==> src/rtl/sdcm_pkg.sv <==
package sdcm_pkg;

  typedef enum logic [3:0] {
    CMD_NONE    = 4'd0,
    CMD_MODE    = 4'd1,
    CMD_AREF    = 4'd2,
    CMD_SREF_IN = 4'd3,
    CMD_WAKE    = 4'd4,
    CMD_OPEN    = 4'd5,
    CMD_READ    = 4'd6,
    CMD_WRITE   = 4'd7,
    CMD_HALT    = 4'd8,
    CMD_CLOSE   = 4'd9,
    CMD_PDN_IN  = 4'd10
  } cmd_e;

  localparam int ERR_W        = 4;
  localparam int ERR_NOT_IDLE = 0;
  localparam int ERR_LOCKOUT  = 1;
  localparam int ERR_BURST    = 2;
  localparam int ERR_BANK     = 3;

  // Pin pattern to command, including clock-enable transitions.
  function automatic cmd_e decode_pins(input logic cke_p, input logic cke_c,
                                       input logic cs_n, input logic ras_n,
                                       input logic cas_n, input logic we_n);
    logic [2:0] s;
    s = {ras_n, cas_n, we_n};
    if (!cke_p) return cke_c ? CMD_WAKE : CMD_NONE;
    if (!cke_c) begin
      if (!cs_n && s == 3'b001) return CMD_SREF_IN;
      if (cs_n || s == 3'b111) return CMD_PDN_IN;
      return CMD_NONE;
    end
    if (cs_n) return CMD_NONE;
    case (s)
      3'b000:  return CMD_MODE;
      3'b001:  return CMD_AREF;
      3'b011:  return CMD_OPEN;
      3'b101:  return CMD_READ;
      3'b100:  return CMD_WRITE;
      3'b110:  return CMD_HALT;
      3'b010:  return CMD_CLOSE;
      default: return CMD_NONE;
    endcase
  endfunction

  function automatic logic is_access(input cmd_e c);
    return (c == CMD_READ) || (c == CMD_WRITE);
  endfunction

  function automatic logic wants_idle(input cmd_e c);
    return (c == CMD_MODE) || (c == CMD_AREF) || (c == CMD_SREF_IN);
  endfunction

endpackage

==> src/rtl/sdcm_decode.sv <==
module sdcm_decode
  import sdcm_pkg::*;
#(
  parameter int BA_W = 2
) (
  input  logic            cke_prev,
  input  logic            cke,
  input  logic            cs_n,
  input  logic            ras_n,
  input  logic            cas_n,
  input  logic            we_n,
  input  logic [BA_W-1:0] ba,
  input  logic            a10,
  output cmd_e            cmd,
  output logic [BA_W-1:0] bank,
  output logic            autopre,
  output logic            pre_all
);
  logic uses_bank;

  always_comb begin
    cmd       = decode_pins(cke_prev, cke, cs_n, ras_n, cas_n, we_n);
    uses_bank = (cmd == CMD_OPEN) || is_access(cmd) || (cmd == CMD_CLOSE && !a10);
    bank      = uses_bank ? ba : '0;
    autopre   = is_access(cmd) && a10;
    pre_all   = (cmd == CMD_CLOSE) && a10;
  end
endmodule

==> src/rtl/sdcm_bank.sv <==
module sdcm_bank #(
  parameter int BURST_LEN = 4,
  parameter int T_RP      = 3
) (
  input  logic clk,
  input  logic rst_n,
  input  logic act_i,
  input  logic rwap_i,
  input  logic wr_i,
  input  logic pre_i,
  input  logic halt_i,
  output logic open_o,
  output logic wr_burst_o,
  output logic busy_o
);
  localparam int BW = $clog2(BURST_LEN + 1);
  localparam int RW = $clog2(T_RP + 2);

  logic [BW-1:0] bcnt;
  logic [RW-1:0] rcnt;
  logic          wr_q;
  logic          burst_end;

  assign burst_end  = (bcnt == BW'(1)) || (halt_i && bcnt != '0);
  assign wr_burst_o = (bcnt != '0) && wr_q;
  assign busy_o     = (bcnt != '0) || (rcnt != '0);

  always_ff @(posedge clk) begin
    if (!rst_n) begin
      open_o <= 1'b0;
      bcnt   <= '0;
      rcnt   <= '0;
      wr_q   <= 1'b0;
    end else begin
      if (rcnt != '0) rcnt <= rcnt - 1'b1;
      if (bcnt != '0) bcnt <= bcnt - 1'b1;
      if (halt_i)     bcnt <= '0;
      if (burst_end) begin
        rcnt   <= RW'(T_RP);
        open_o <= 1'b0;
      end
      if (act_i) open_o <= 1'b1;
      if (pre_i) open_o <= 1'b0;
      if (rwap_i) begin
        bcnt <= BW'(BURST_LEN);
        wr_q <= wr_i;
      end
    end
  end
endmodule

==> src/rtl/ddr_cmd_monitor.sv <==
module ddr_cmd_monitor
  import sdcm_pkg::*;
#(
  parameter int BA_W      = 2,
  parameter int BURST_LEN = 4,
  parameter int T_RP      = 3,
  parameter int MODE_GAP  = 2
) (
  input  logic             clk,
  input  logic             rst_n,
  input  logic             err_clr,
  input  logic             cke_prev,
  input  logic             cke,
  input  logic             cs_n,
  input  logic             ras_n,
  input  logic             cas_n,
  input  logic             we_n,
  input  logic [BA_W-1:0]  ba,
  input  logic             a10,
  output logic [3:0]       cmd_code,
  output logic [BA_W-1:0]  cmd_bank,
  output logic             cmd_autopre,
  output logic             cmd_pre_all,
  output logic [ERR_W-1:0] err_flags
);
  localparam int NB = 1 << BA_W;
  localparam int GW = $clog2(MODE_GAP + 1);

  cmd_e            cmd_now;
  logic [BA_W-1:0] bank_now;
  logic            ap_now;
  logic            pall_now;

  sdcm_decode #(.BA_W(BA_W)) u_decode (
    .cke_prev (cke_prev),
    .cke      (cke),
    .cs_n     (cs_n),
    .ras_n    (ras_n),
    .cas_n    (cas_n),
    .we_n     (we_n),
    .ba       (ba),
    .a10      (a10),
    .cmd      (cmd_now),
    .bank     (bank_now),
    .autopre  (ap_now),
    .pre_all  (pall_now)
  );

  logic [NB-1:0] bank_open;
  logic [NB-1:0] bank_busy;
  logic [NB-1:0] bank_wrb;
  logic          halt_now;

  assign halt_now = (cmd_now == CMD_HALT);

  for (genvar i = 0; i < NB; i++) begin : g_bank
    logic hit_i;
    assign hit_i = (ba == BA_W'(i));
    sdcm_bank #(.BURST_LEN(BURST_LEN), .T_RP(T_RP)) u_bank (
      .clk        (clk),
      .rst_n      (rst_n),
      .act_i      (cmd_now == CMD_OPEN && hit_i),
      .rwap_i     (ap_now && hit_i),
      .wr_i       (cmd_now == CMD_WRITE),
      .pre_i      (cmd_now == CMD_CLOSE && (pall_now || hit_i)),
      .halt_i     (halt_now),
      .open_o     (bank_open[i]),
      .wr_burst_o (bank_wrb[i]),
      .busy_o     (bank_busy[i])
    );
  end

  // Events brought out for the checker.
  logic           needs_idle;
  logic           all_idle;
  logic           lock_active;
  logic           tgt_open;
  logic           tgt_busy;
  logic [GW-1:0]  gap_cnt;
  logic [ERR_W-1:0] err_hit;

  assign needs_idle  = wants_idle(cmd_now);
  assign all_idle    = (bank_open == '0);
  assign lock_active = (gap_cnt != '0);
  assign tgt_open    = bank_open[ba];
  assign tgt_busy    = bank_busy[ba];

  always_comb begin
    err_hit               = '0;
    err_hit[ERR_NOT_IDLE] = needs_idle && !all_idle;
    err_hit[ERR_LOCKOUT]  = lock_active && (cmd_now != CMD_NONE);
    err_hit[ERR_BURST]    = (is_access(cmd_now) && (bank_wrb != '0)) ||
                            (cmd_now == CMD_OPEN && tgt_busy);
    err_hit[ERR_BANK]     = (is_access(cmd_now) && !tgt_open) ||
                            (cmd_now == CMD_OPEN && tgt_open);
  end

  always_ff @(posedge clk) begin
    if (!rst_n) begin
      gap_cnt     <= '0;
      cmd_code    <= '0;
      cmd_bank    <= '0;
      cmd_autopre <= 1'b0;
      cmd_pre_all <= 1'b0;
      err_flags   <= '0;
    end else begin
      if (cmd_now == CMD_MODE)  gap_cnt <= GW'(MODE_GAP);
      else if (lock_active)     gap_cnt <= gap_cnt - 1'b1;
      cmd_code    <= cmd_now;
      cmd_bank    <= bank_now;
      cmd_autopre <= ap_now;
      cmd_pre_all <= pall_now;
      err_flags   <= err_clr ? '0 : (err_flags | err_hit);
    end
  end
endmodule


==> config.mk <==
export PLATFORM = sky130hd
export DESIGN_NAME = ddr_cmd_monitor
export DESIGN_NICKNAME = d
export VERILOG_FILES = /design/src/rtl/sdcm_pkg.sv /design/src/rtl/sdcm_decode.sv /design/src/rtl/sdcm_bank.sv /design/src/rtl/ddr_cmd_monitor.sv
export SDC_FILE = /design/constraint.sdc
export NUM_CORES = 1
export LEC_CHECK = 0
export ABC_AREA = 1
export BUFFER_PORTS_ARGS = -buffer_cell sky130_fd_sc_hd__buf_2
export CORE_ASPECT_RATIO = 1.2
export CORE_MARGIN = 1.5
export CORE_UTILIZATION = 50
export DETAILED_ROUTE_END_ITERATION = 10
export PLACE_DENSITY = 0.69
export SKIP_CTS_REPAIR_TIMING = 1
export SLEW_MARGIN = 20
export SYNTH_ARGS = -nofsm -noshare
export SYNTH_HDL_FRONTEND = slang
export SYNTH_HIERARCHICAL = 1
export SYNTH_SLANG_ARGS = --single-unit
==> constraint.sdc <==
create_clock -name clk -period 5.6 [get_ports clk]
set_input_delay 0.28 -clock clk [delete_from_list [all_inputs] [get_ports clk]]
set_output_delay 0.28 -clock clk [all_outputs]
set_load 0.01 [all_outputs]
==> results of run 1 <==
[state kept, by name, summed over array words and instances, names as in the netlist]
| name | flops |
|---|---|
| g_bank.u_bank/bcnt | 12 |
| cmd_bank | 2 |
| err_flags | 4 |
| g_bank.u_bank/open_o | 4 |
| cmd_pre_all | 1 |
| g_bank.u_bank/wr_q | 4 |
| g_bank.u_bank/rcnt | 12 |
| gap_cnt | 2 |
| cmd_code | 4 |
| cmd_autopre | 1 |
[path summary, 6_finish.rpt]
check / from / to / slack [ns]
max: cs_n / g_bank[2].u_bank/bcnt[1] / 3.91
min: err_clr / err_flags[3] / 0.23
max reg2reg: g_bank[3].u_bank/bcnt[0] / err_flags[2] / 4.13
min reg2reg: err_flags[1] / err_flags[1] / 0.45
[power groups by stage]
stage	clock (mW)	combinational, mW	sequential, mW
final	0.203	0.690	0.456
after global routing	0.222	0.803	0.467
after CTS	0.213	0.701	0.456
after detailed placement	0	0.697	0.463
after global placement	0	0.684	0.462
after floorplan	0	0.585	0.456
[worst min-delay path, delay by kind of cell]
kind | cells | cell delay [ns]
and+or+nand+nor | 2 | 0.11
buffers and inverters | 2 | 0.11
[per-stage QoR]
stage	instance area, um2	setup slack [ns]	std cells	util (%)
after CTS	3140	3.93	513	56.1
after detailed placement	3050	3.60	505	54.5
final	3140	3.91	513	56.1
after global placement	3050	3.63	505	54.5
after floorplan	2860	3.16	419	-
after global routing	3140	3.69	513	56.1
[logic make-up after synthesis]
group / synth area share [%]
buffers and inverters: 12.7
AO/OA/AOI/OAI: 8.62
XOR/XNOR: 1.22
adder cells (fa/ha/maj): 8.75
flip-flops: 32.2
AND/OR/NAND/NOR: 36.5
[metal layers]
layer,share of wire [%],vias to the layer above,routed length (um),track usage [%]
met5,0,-,0,0
met4,1.6,0,83,7.20
met1,46,1081,2460,21.3
met3,3.0,7,162,3.17
li1,-,1331,-,-
met2,50,38,2650,34.0
[layout by cell type, fill, tap and decap left out, types with 2 or more instances in the layout]
cell type / count
a21oi_2: 8
clkbuf_8: 5
inv_2: 15
nor2_2: 7
nor2_1: 58
buf_2: 23
or2_0: 4
nand4_1: 4
a21oi_1: 27
nand3_1: 19
nand2_4: 12
dfxtp_1: 46
o21ai_0: 5
nand2_2: 8
xnor2_1: 4
nand2_1: 94
nor3_2: 5
inv_1: 70
ha_1: 20
nor2_4: 3
nor3_1: 2
o21ai_1: 2
[layout make-up]
cell class	instances	share of cell area [%]
multi-input combinational	284	50.4
sequential	46	29.4
inverter	87	11.0
timing repair buffer	24	3.91
tap	64	2.55
clock buffer	6	2.31
clock inverter	2	0.439
==> impl_metrics.tcl, run 1 <==
set metrics [dict create \
    overflow 0 \
    p_switching_mw 0.587 \
    p_sw_share_pct 43.5 \
    numCtsBuffers 5 \
    hold_path_depth 4 \
    yosysMostFrequentCell "nand2_1" \
    register_area_um2 921 \
    crit_family "simple AND/OR/NAND/NOR gates" \
    setup_viol 0 \
    path_cells "buf_2, inv_1, o21ai_1, o21ai_0, nand2_1, nor2_1, inv_1, nand2_1, nor3_2, buf_4, nor2_1, nand3_1, a21oi_1" \
    antenna_left 0 \
    diodes 0 \
    pwr-share-clk_pct 15.0 \
    clk_pin_slew_ns 0.09 \
    area_growth_pct 9.62 \
    worst-path-max-fanout 12 \
    cp.arrival_ns 1.93 \
    fillers 554 \
    vias 2457 \
    die_w_um 72.0 \
    finalNetCount 480 \
    fin_tns_setup_ns 0 \
    intPower_mw 0.761 \
    slowest_stage "buf_4" \
    die_h_um 85.9 \
    synth_area_um2 2860 \
    rows 30 \
    synth_top_area_cell "dfxtp_1" \
    hold_viol_final 0 \
    timing.final.crit_share_pct 30.1 \
    avgViaCountPerCell 4.79 \
    end_kind "flop" \
    syn-instance-count 419 \
    synth_area_leaders "dfxtp_1, nand2_1, inv_1, ha_1, nor2_1" \
    grt_max_degree 31 \
    cts_sinks 46 \
    drt_iter0_markers 90 \
    ys.flop_type "dfxtp_1" \
    slew_headroom_pct 58.9 \
    core_area_um2 5590 \
    hpwl_um 4170 \
    cts_buffer_depth 2 \
    vdd_drop_max_uv 226 \
    grt_pass1_vias 2250 \
    p_per_area_nw_per_um2 430 \
    p_comb_share_pct 51.2 \
    path_depth 13 \
    whs_ns 0.227 \
    cts_max_level 2 \
    grt_pass1_wl_um 9180 \
    synth_fp_nets 451 \
    status "complete, no violations" \
    rr_worst_depth 9 \
    io_pins 24 \
    wl_per_cell_um 10.4 \
    gp_congestion 0.836 \
    track_usage_pct 18.6 \
    drive_gt1_share_pct 20.5 \
    cts_tree "yes" \
    drt-pass1-iter-count 4 \
    crit_type "in -> reg" \
    synth_edf_count 0 \
    clockRootBuffer "clkbuf_8" \
    setup.worst_path.start_class "input pin" \
    maxSlewViolCount 0 \
    yosys_warnings 6 \
    async_flop_share_pct 0 \
    rsz0062_at_grt "no" \
    maxCapViolCount 0 \
    die-area_um2 6190 \
    multi_input_area_um2 1580 \
    fin_crit_ns 1.69 \
    numPortBuffers 23 \
    ys_ff_latch 46 \
    initial_core_util_pct 51.1 \
    synth-seq-area-share_pct 32.2 \
    fmax_mhz 593 \
    hp-class "in -> reg" \
    power_mw 1.35 \
    crit_buf_inv 4 \
    synth_common_cells "nand2_1, inv_1, nor2_1" \
    drt_wl_total_um 5350 \
    leakage_nw 1.59 \
    skew_ns 0.00685 \
    syn_avg_cell_area_um2 6.83 \
    synthDistinctLibCells 26 \
    drc 0 \
    seq_power_share_pct 33.8 \
    slowest_delay_ns 0.22 \
    synth_top_area_share_pct 32.2 \
    clock_latency_ns 0.30 \
    crit_required_ns 5.84 \
    antenna_found_initial 0 \
    tightest_slew_ns 0.617 \
]
Note: power is estimated with default switching activity, not from simulation.
==> inputs of run 2 (changes only) <==
==> constraint.sdc (replaced) <==
create_clock -name clk -period 1.6 [get_ports clk]
set_input_delay 0.08 -clock clk [delete_from_list [all_inputs] [get_ports clk]]
set_output_delay 0.08 -clock clk [all_outputs]
set_load 0.01 [all_outputs]
==> run 2 against run 1 <==
Compared with the run above:
- routed wire length increased by 1.7%
- global-route usage up 0.95 points
- clock power rose to 3.6 times the previous value
- core utilization is 1.9 points higher
- power grew to 3.6 times the previous value
- first-iteration DRC count fell by 2.2%
- sequential cell count unchanged
- cell count increased by 2.1%
- die area is the same
- worst setup slack lost 3.8 ns
- sequential share of layout area fell by 0.96 points
- critical endpoint is now err_flags[2]
- largest cell class unchanged
- highest routed layer unchanged
==> impl_metrics.tcl, run 2 (synthesis gave the netlist of run 1 again) <==
set metrics [dict create \
    status "complete, no violations" \
    numPortBuffers 23 \
    initial_core_util_pct 51.1 \
    drt_iter0_markers 88 \
    wl_met2_um 2710 \
    drc 0 \
    track_usage_pct 19.6 \
    maxSlewViolCount 0 \
    rsz0062_at_grt "no" \
    cts_tree "yes" \
    p_per_area_nw_per_um2 1490 \
    timing.rr.end "err_flags[2]" \
    hold_viol_final 0 \
    leakage_nw 1.65 \
    placed_area_um2 3120 \
    crit_required_ns 1.80 \
    cp.arrival_ns 1.66 \
    fin_util_pct 58.0 \
    drt-pass1-iter-count 4 \
    rrSetupSlack_ns 0.14 \
    slew_headroom_pct 67.6 \
    overflow 0 \
    core_area_um2 5590 \
    final_common_cell "nand2_1" \
    clockRootBuffer "clkbuf_8" \
    hold_path_depth 4 \
    met3_length_um 143 \
    drt_wl_total_um 5440 \
    rr_worst_depth 9 \
    wl_per_cell_um 10.4 \
    multi_input_area_um2 1600 \
    io_pins 24 \
    power_mw 4.82 \
    fin_area_um2 3240 \
    grt_pass1_wl_um 9770 \
    clock_latency_ns 0.30 \
    dp.cells 514 \
    vias 2497 \
    fillers 543 \
    numCtsBuffers 5 \
    maxCapViolCount 0 \
    critPathLaunch "g_bank[0].u_bank/bcnt[0]" \
    hp-class "in -> reg" \
    register_area_um2 921 \
    vdd_drop_max_uv 885 \
    drive_gt1_share_pct 22.8 \
    timing.final.crit_share_pct 91.1 \
    rows 30 \
    fin_crit_ns 1.46 \
    die-area_um2 6190 \
    grt_max_degree 22 \
    antenna_found_initial 0 \
    worst-path-max-fanout 5 \
    fmax_mhz 686 \
    hpwl_um 4260 \
    diodes 0 \
    critPathCapture "err_flags[2]" \
    area_growth_pct 13.3 \
    whs_ns 0.0261 \
    end_kind "flop" \
    final_cells 524 \
    tightest_slew_ns 0.486 \
    finalNetCount 491 \
    cts_sinks 46 \
    die_w_um 72.0 \
    rr_startpoint "g_bank[0].u_bank/bcnt[0]" \
    largest_registers "g_bank.u_bank/bcnt (12), g_bank.u_bank/rcnt (12)" \
    cts_max_level 2 \
    grt_pass1_vias 2416 \
    setup_viol 0 \
    antenna_left 0 \
    cts_buffer_depth 2 \
    wl_met1_um 2510 \
    final_cell_mix "nand2_1, inv_1, nor2_1, dfxtp_1, a21oi_1" \
    avgViaCountPerCell 4.77 \
    setup.worst_path.start_class "flop" \
    skew_ns 0.00305 \
    clk_pin_slew_ns 0.08 \
    top_layer "met4" \
    gp_congestion 0.824 \
    die_h_um 85.9 \
    crit_type "reg -> reg" \
]
-- run 2: final cells by class --
class,instances,share of cell area (%)
inverters,87,10.7
repair buffers,35,6.33
clock inverters,2,0.386
well taps,64,2.47
flip-flops and latches,46,28.4
multi-input cells,284,49.2
clock buffers,6,2.55
-- run 2: power breakdown --
group	internal [mW]	total, mW	leakage [nW]	switching [mW]
clock network	0.347	0.740	0.0472	0.393
registers	1.42	1.60	0.377	0.179
logic	0.959	2.48	1.22	1.52
-- run 2: how the worst min path moves through the flow --
| stage | from | end | slack, ns |
|---|---|---|---|
| floorplan | rst_n | g_bank[0].u_bank/rcnt[1] | 0.21 |
| global placement | err_clr | err_flags[3] | 0.34 |
| detailed placement | err_clr | err_flags[3] | 0.34 |
| CTS | err_clr | err_flags[3] | 0.02 |
| global route | err_clr | err_flags[3] | 0.05 |
| finish | err_clr | err_flags[3] | 0.03 |
-- run 2: per-layer routing --
layer	vias up	global-route usage [%]
li1	1347	-
met2	28	35.5
met1	1116	23.0
met5	-	0
met3	6	3.17
met4	0	6.69
-- run 2: worst max-delay path, cell delays in order, from the launching register on --
cell     delay (ns)
dfxtp_1        0.33
inv_1          0.09
ha_1           0.22
inv_1          0.07
nor2_2         0.20
nor2_1         0.08
nor2_1         0.09
nand2_1        0.07
a21oi_1        0.13
a21oi_1        0.07
-- run 2: through the flow --
stage,setup slack [ns],setup TNS [ns]
2_1_floorplan,0.104,0
3_3_place_gp,-0.209,-4.55
3_5_place_dp,-0.232,-5.16
4_1_cts,0.0774,0
5_1_grt,0.00960,0
6_report,0.143,0
==> inputs of run 3 (changes only) <==
==> constraint.sdc (replaced) <==
create_clock -name clk -period 1.7 [get_ports clk]
set_input_delay 0.085 -clock clk [delete_from_list [all_inputs] [get_ports clk]]
set_output_delay 0.085 -clock clk [all_outputs]
set_load 0.01 [all_outputs]
==> run 3 against run 2 <==
Compared with the run above:
- die area unchanged
- critical endpoint unchanged
- clock skew is 0.0035 ns higher
- sequential share of layout area down 0.055 points
- highest routed layer unchanged
- core utilization rose by 0.11 points
- cell count unchanged
- clock-buffer cell count unchanged
- combinational power down 5%
- critical path type unchanged
==> impl_metrics.tcl, run 3 (synthesis gave the netlist of run 1 again) <==
set metrics [dict create \
    place_ws_ns -0.117 \
    hold_viol_final 0 \
    pwr-share-clk_pct 17.5 \
    worst-path-max-fanout 5 \
    hpwl_um 4250 \
    maxSlewViolCount 0 \
    busiest_layer "met2" \
    gr-usage-met2_pct 34.6 \
    fin_tns_setup_ns 0 \
    tightest_slew_ns 0.752 \
    fin_crit_ns 1.49 \
    hp-class "in -> reg" \
    seq_power_share_pct 32.2 \
    fmax_mhz 670 \
    numCtsBuffers 5 \
    core_area_um2 5590 \
    die-area_um2 6190 \
    end_kind "flop" \
    cp.arrival_ns 1.69 \
    power_mw 4.68 \
    grt_max_degree 22 \
    die_w_um 72.0 \
    grt_pass1_vias 2274 \
    final_common_cell "nand2_1" \
    leakage_nw 1.65 \
    clk_pin_slew_ns 0.09 \
    drt-pass1-iter-count 4 \
    status "complete, no violations" \
    p_per_area_nw_per_um2 1440 \
    rows 30 \
    drive_gt1_share_pct 22.4 \
    overflow 0 \
    slew_headroom_pct 49.7 \
    antenna_left 0 \
    clock_latency_ns 0.31 \
    p_comb_share_pct 50.3 \
    track_usage_pct 18.9 \
    rr_startpoint "g_bank[2].u_bank/bcnt[1]" \
    cts_max_level 2 \
    drc 0 \
    placed_area_um2 3140 \
    vdd_drop_max_uv 953 \
    fin_area_um2 3250 \
    timing.final.crit_share_pct 87.8 \
    critPathLaunch "g_bank[2].u_bank/bcnt[1]" \
    grtUsageMet1_pct 22.2 \
    crit_type "reg -> reg" \
    cts_tree "yes" \
    largest_registers "g_bank.u_bank/bcnt (12), g_bank.u_bank/rcnt (12)" \
    gp_congestion 0.788 \
    io_pins 24 \
    grtUsageMet3_pct 3.64 \
    crit_required_ns 1.90 \
    setup.worst_path.start_class "flop" \
    worst_slack_ns 0.207 \
    rsz0062_at_grt "no" \
    setup_viol 0 \
    diodes 0 \
    initial_core_util_pct 51.1 \
    intPower_mw 2.70 \
    final_cell_mix "nand2_1, inv_1, nor2_1, dfxtp_1, a21oi_1" \
    drt_wl_total_um 5350 \
    area_growth_pct 13.6 \
    skew_ns 0.00654 \
    p_switching_mw 1.98 \
    grt_pass1_wl_um 9390 \
    finalNetCount 491 \
    rr_worst_depth 9 \
    vias 2476 \
    cts_sinks 46 \
    die_h_um 85.9 \
    drt_iter0_markers 124 \
    cts_buffer_depth 2 \
    timing.rr.end "err_flags[2]" \
    antenna_found_initial 0 \
    clockRootBuffer "clkbuf_8" \
    wl_per_cell_um 10.2 \
    numPortBuffers 23 \
    avgViaCountPerCell 4.73 \
    maxCapViolCount 0 \
    fillers 531 \
    whs_ns 0.0186 \
    critPathCapture "err_flags[2]" \
    rrSetupSlack_ns 0.21 \
    p_sw_share_pct 42.4 \
]
-- run 3: cell types whose count changed in the layout (fill, tap and decap cells not counted), sizes merged --
cell    previous run  this run
bufinv             1         2
clkinv             1         0
-- run 3: power by group through the flow --
| stage | sequential [mW] | clock [mW] | combinational, mW |
|---|---|---|---|
| after global placement | 1.53 | 0 | 2.32 |
| after floorplan | 1.50 | 0 | 1.93 |
| after CTS | 1.51 | 0.831 | 2.38 |
| after global routing | 1.54 | 0.882 | 2.70 |
| after detailed placement | 1.53 | 0 | 2.37 |
| final | 1.51 | 0.820 | 2.35 |
-- run 3: how the worst min path moves through the flow --
stage | start | to | slack, ns | depth (start not counted)
after CTS | err_clr | err_flags[3] | 0.02 | 4
final | err_clr | err_flags[3] | 0.02 | 4
after global routing | err_clr | err_flags[3] | 0.04 | 4
after global placement | err_clr | err_flags[3] | 0.34 | 4
after detailed placement | err_clr | err_flags[3] | 0.35 | 4
after floorplan | rst_n | g_bank[0].u_bank/rcnt[1] | 0.22 | 2
-- run 3: stage by stage --
stage	std cells	util [%]
after global placement	516	56.1
after CTS	524	58.1
after detailed placement	516	56.1
final	524	58.1
after floorplan	419	-
after global routing	524	58.1
-- run 3: final cells by class --
type | count | area [um2] | share of cell area [%]
multi-input combinational | 284 | 1590 | 48.8
sequential | 46 | 921 | 28.4
inverter | 87 | 345 | 10.6
timing repair buffer | 35 | 205 | 6.32
tap | 64 | 80.1 | 2.47
clock buffer | 6 | 72.6 | 2.23
clock inverter | 2 | 37.5 | 1.16
-- run 3: per-layer routing --
layer,wire length (um),vias to the layer above
li1,-,1343
met1,2370,1088
met2,2680,39
met3,223,6
met4,74,0
met5,0,-
-- run 3: critical path: stages, from the launching register on --
cell and delay (ns):
dfxtp_1 0.30, inv_1 0.12, ha_1 0.24, inv_1 0.07, nor2_2 0.19, nor2_1 0.08, nor2_1 0.09, nand2_1 0.08
a21oi_1 0.14, a21oi_1 0.07
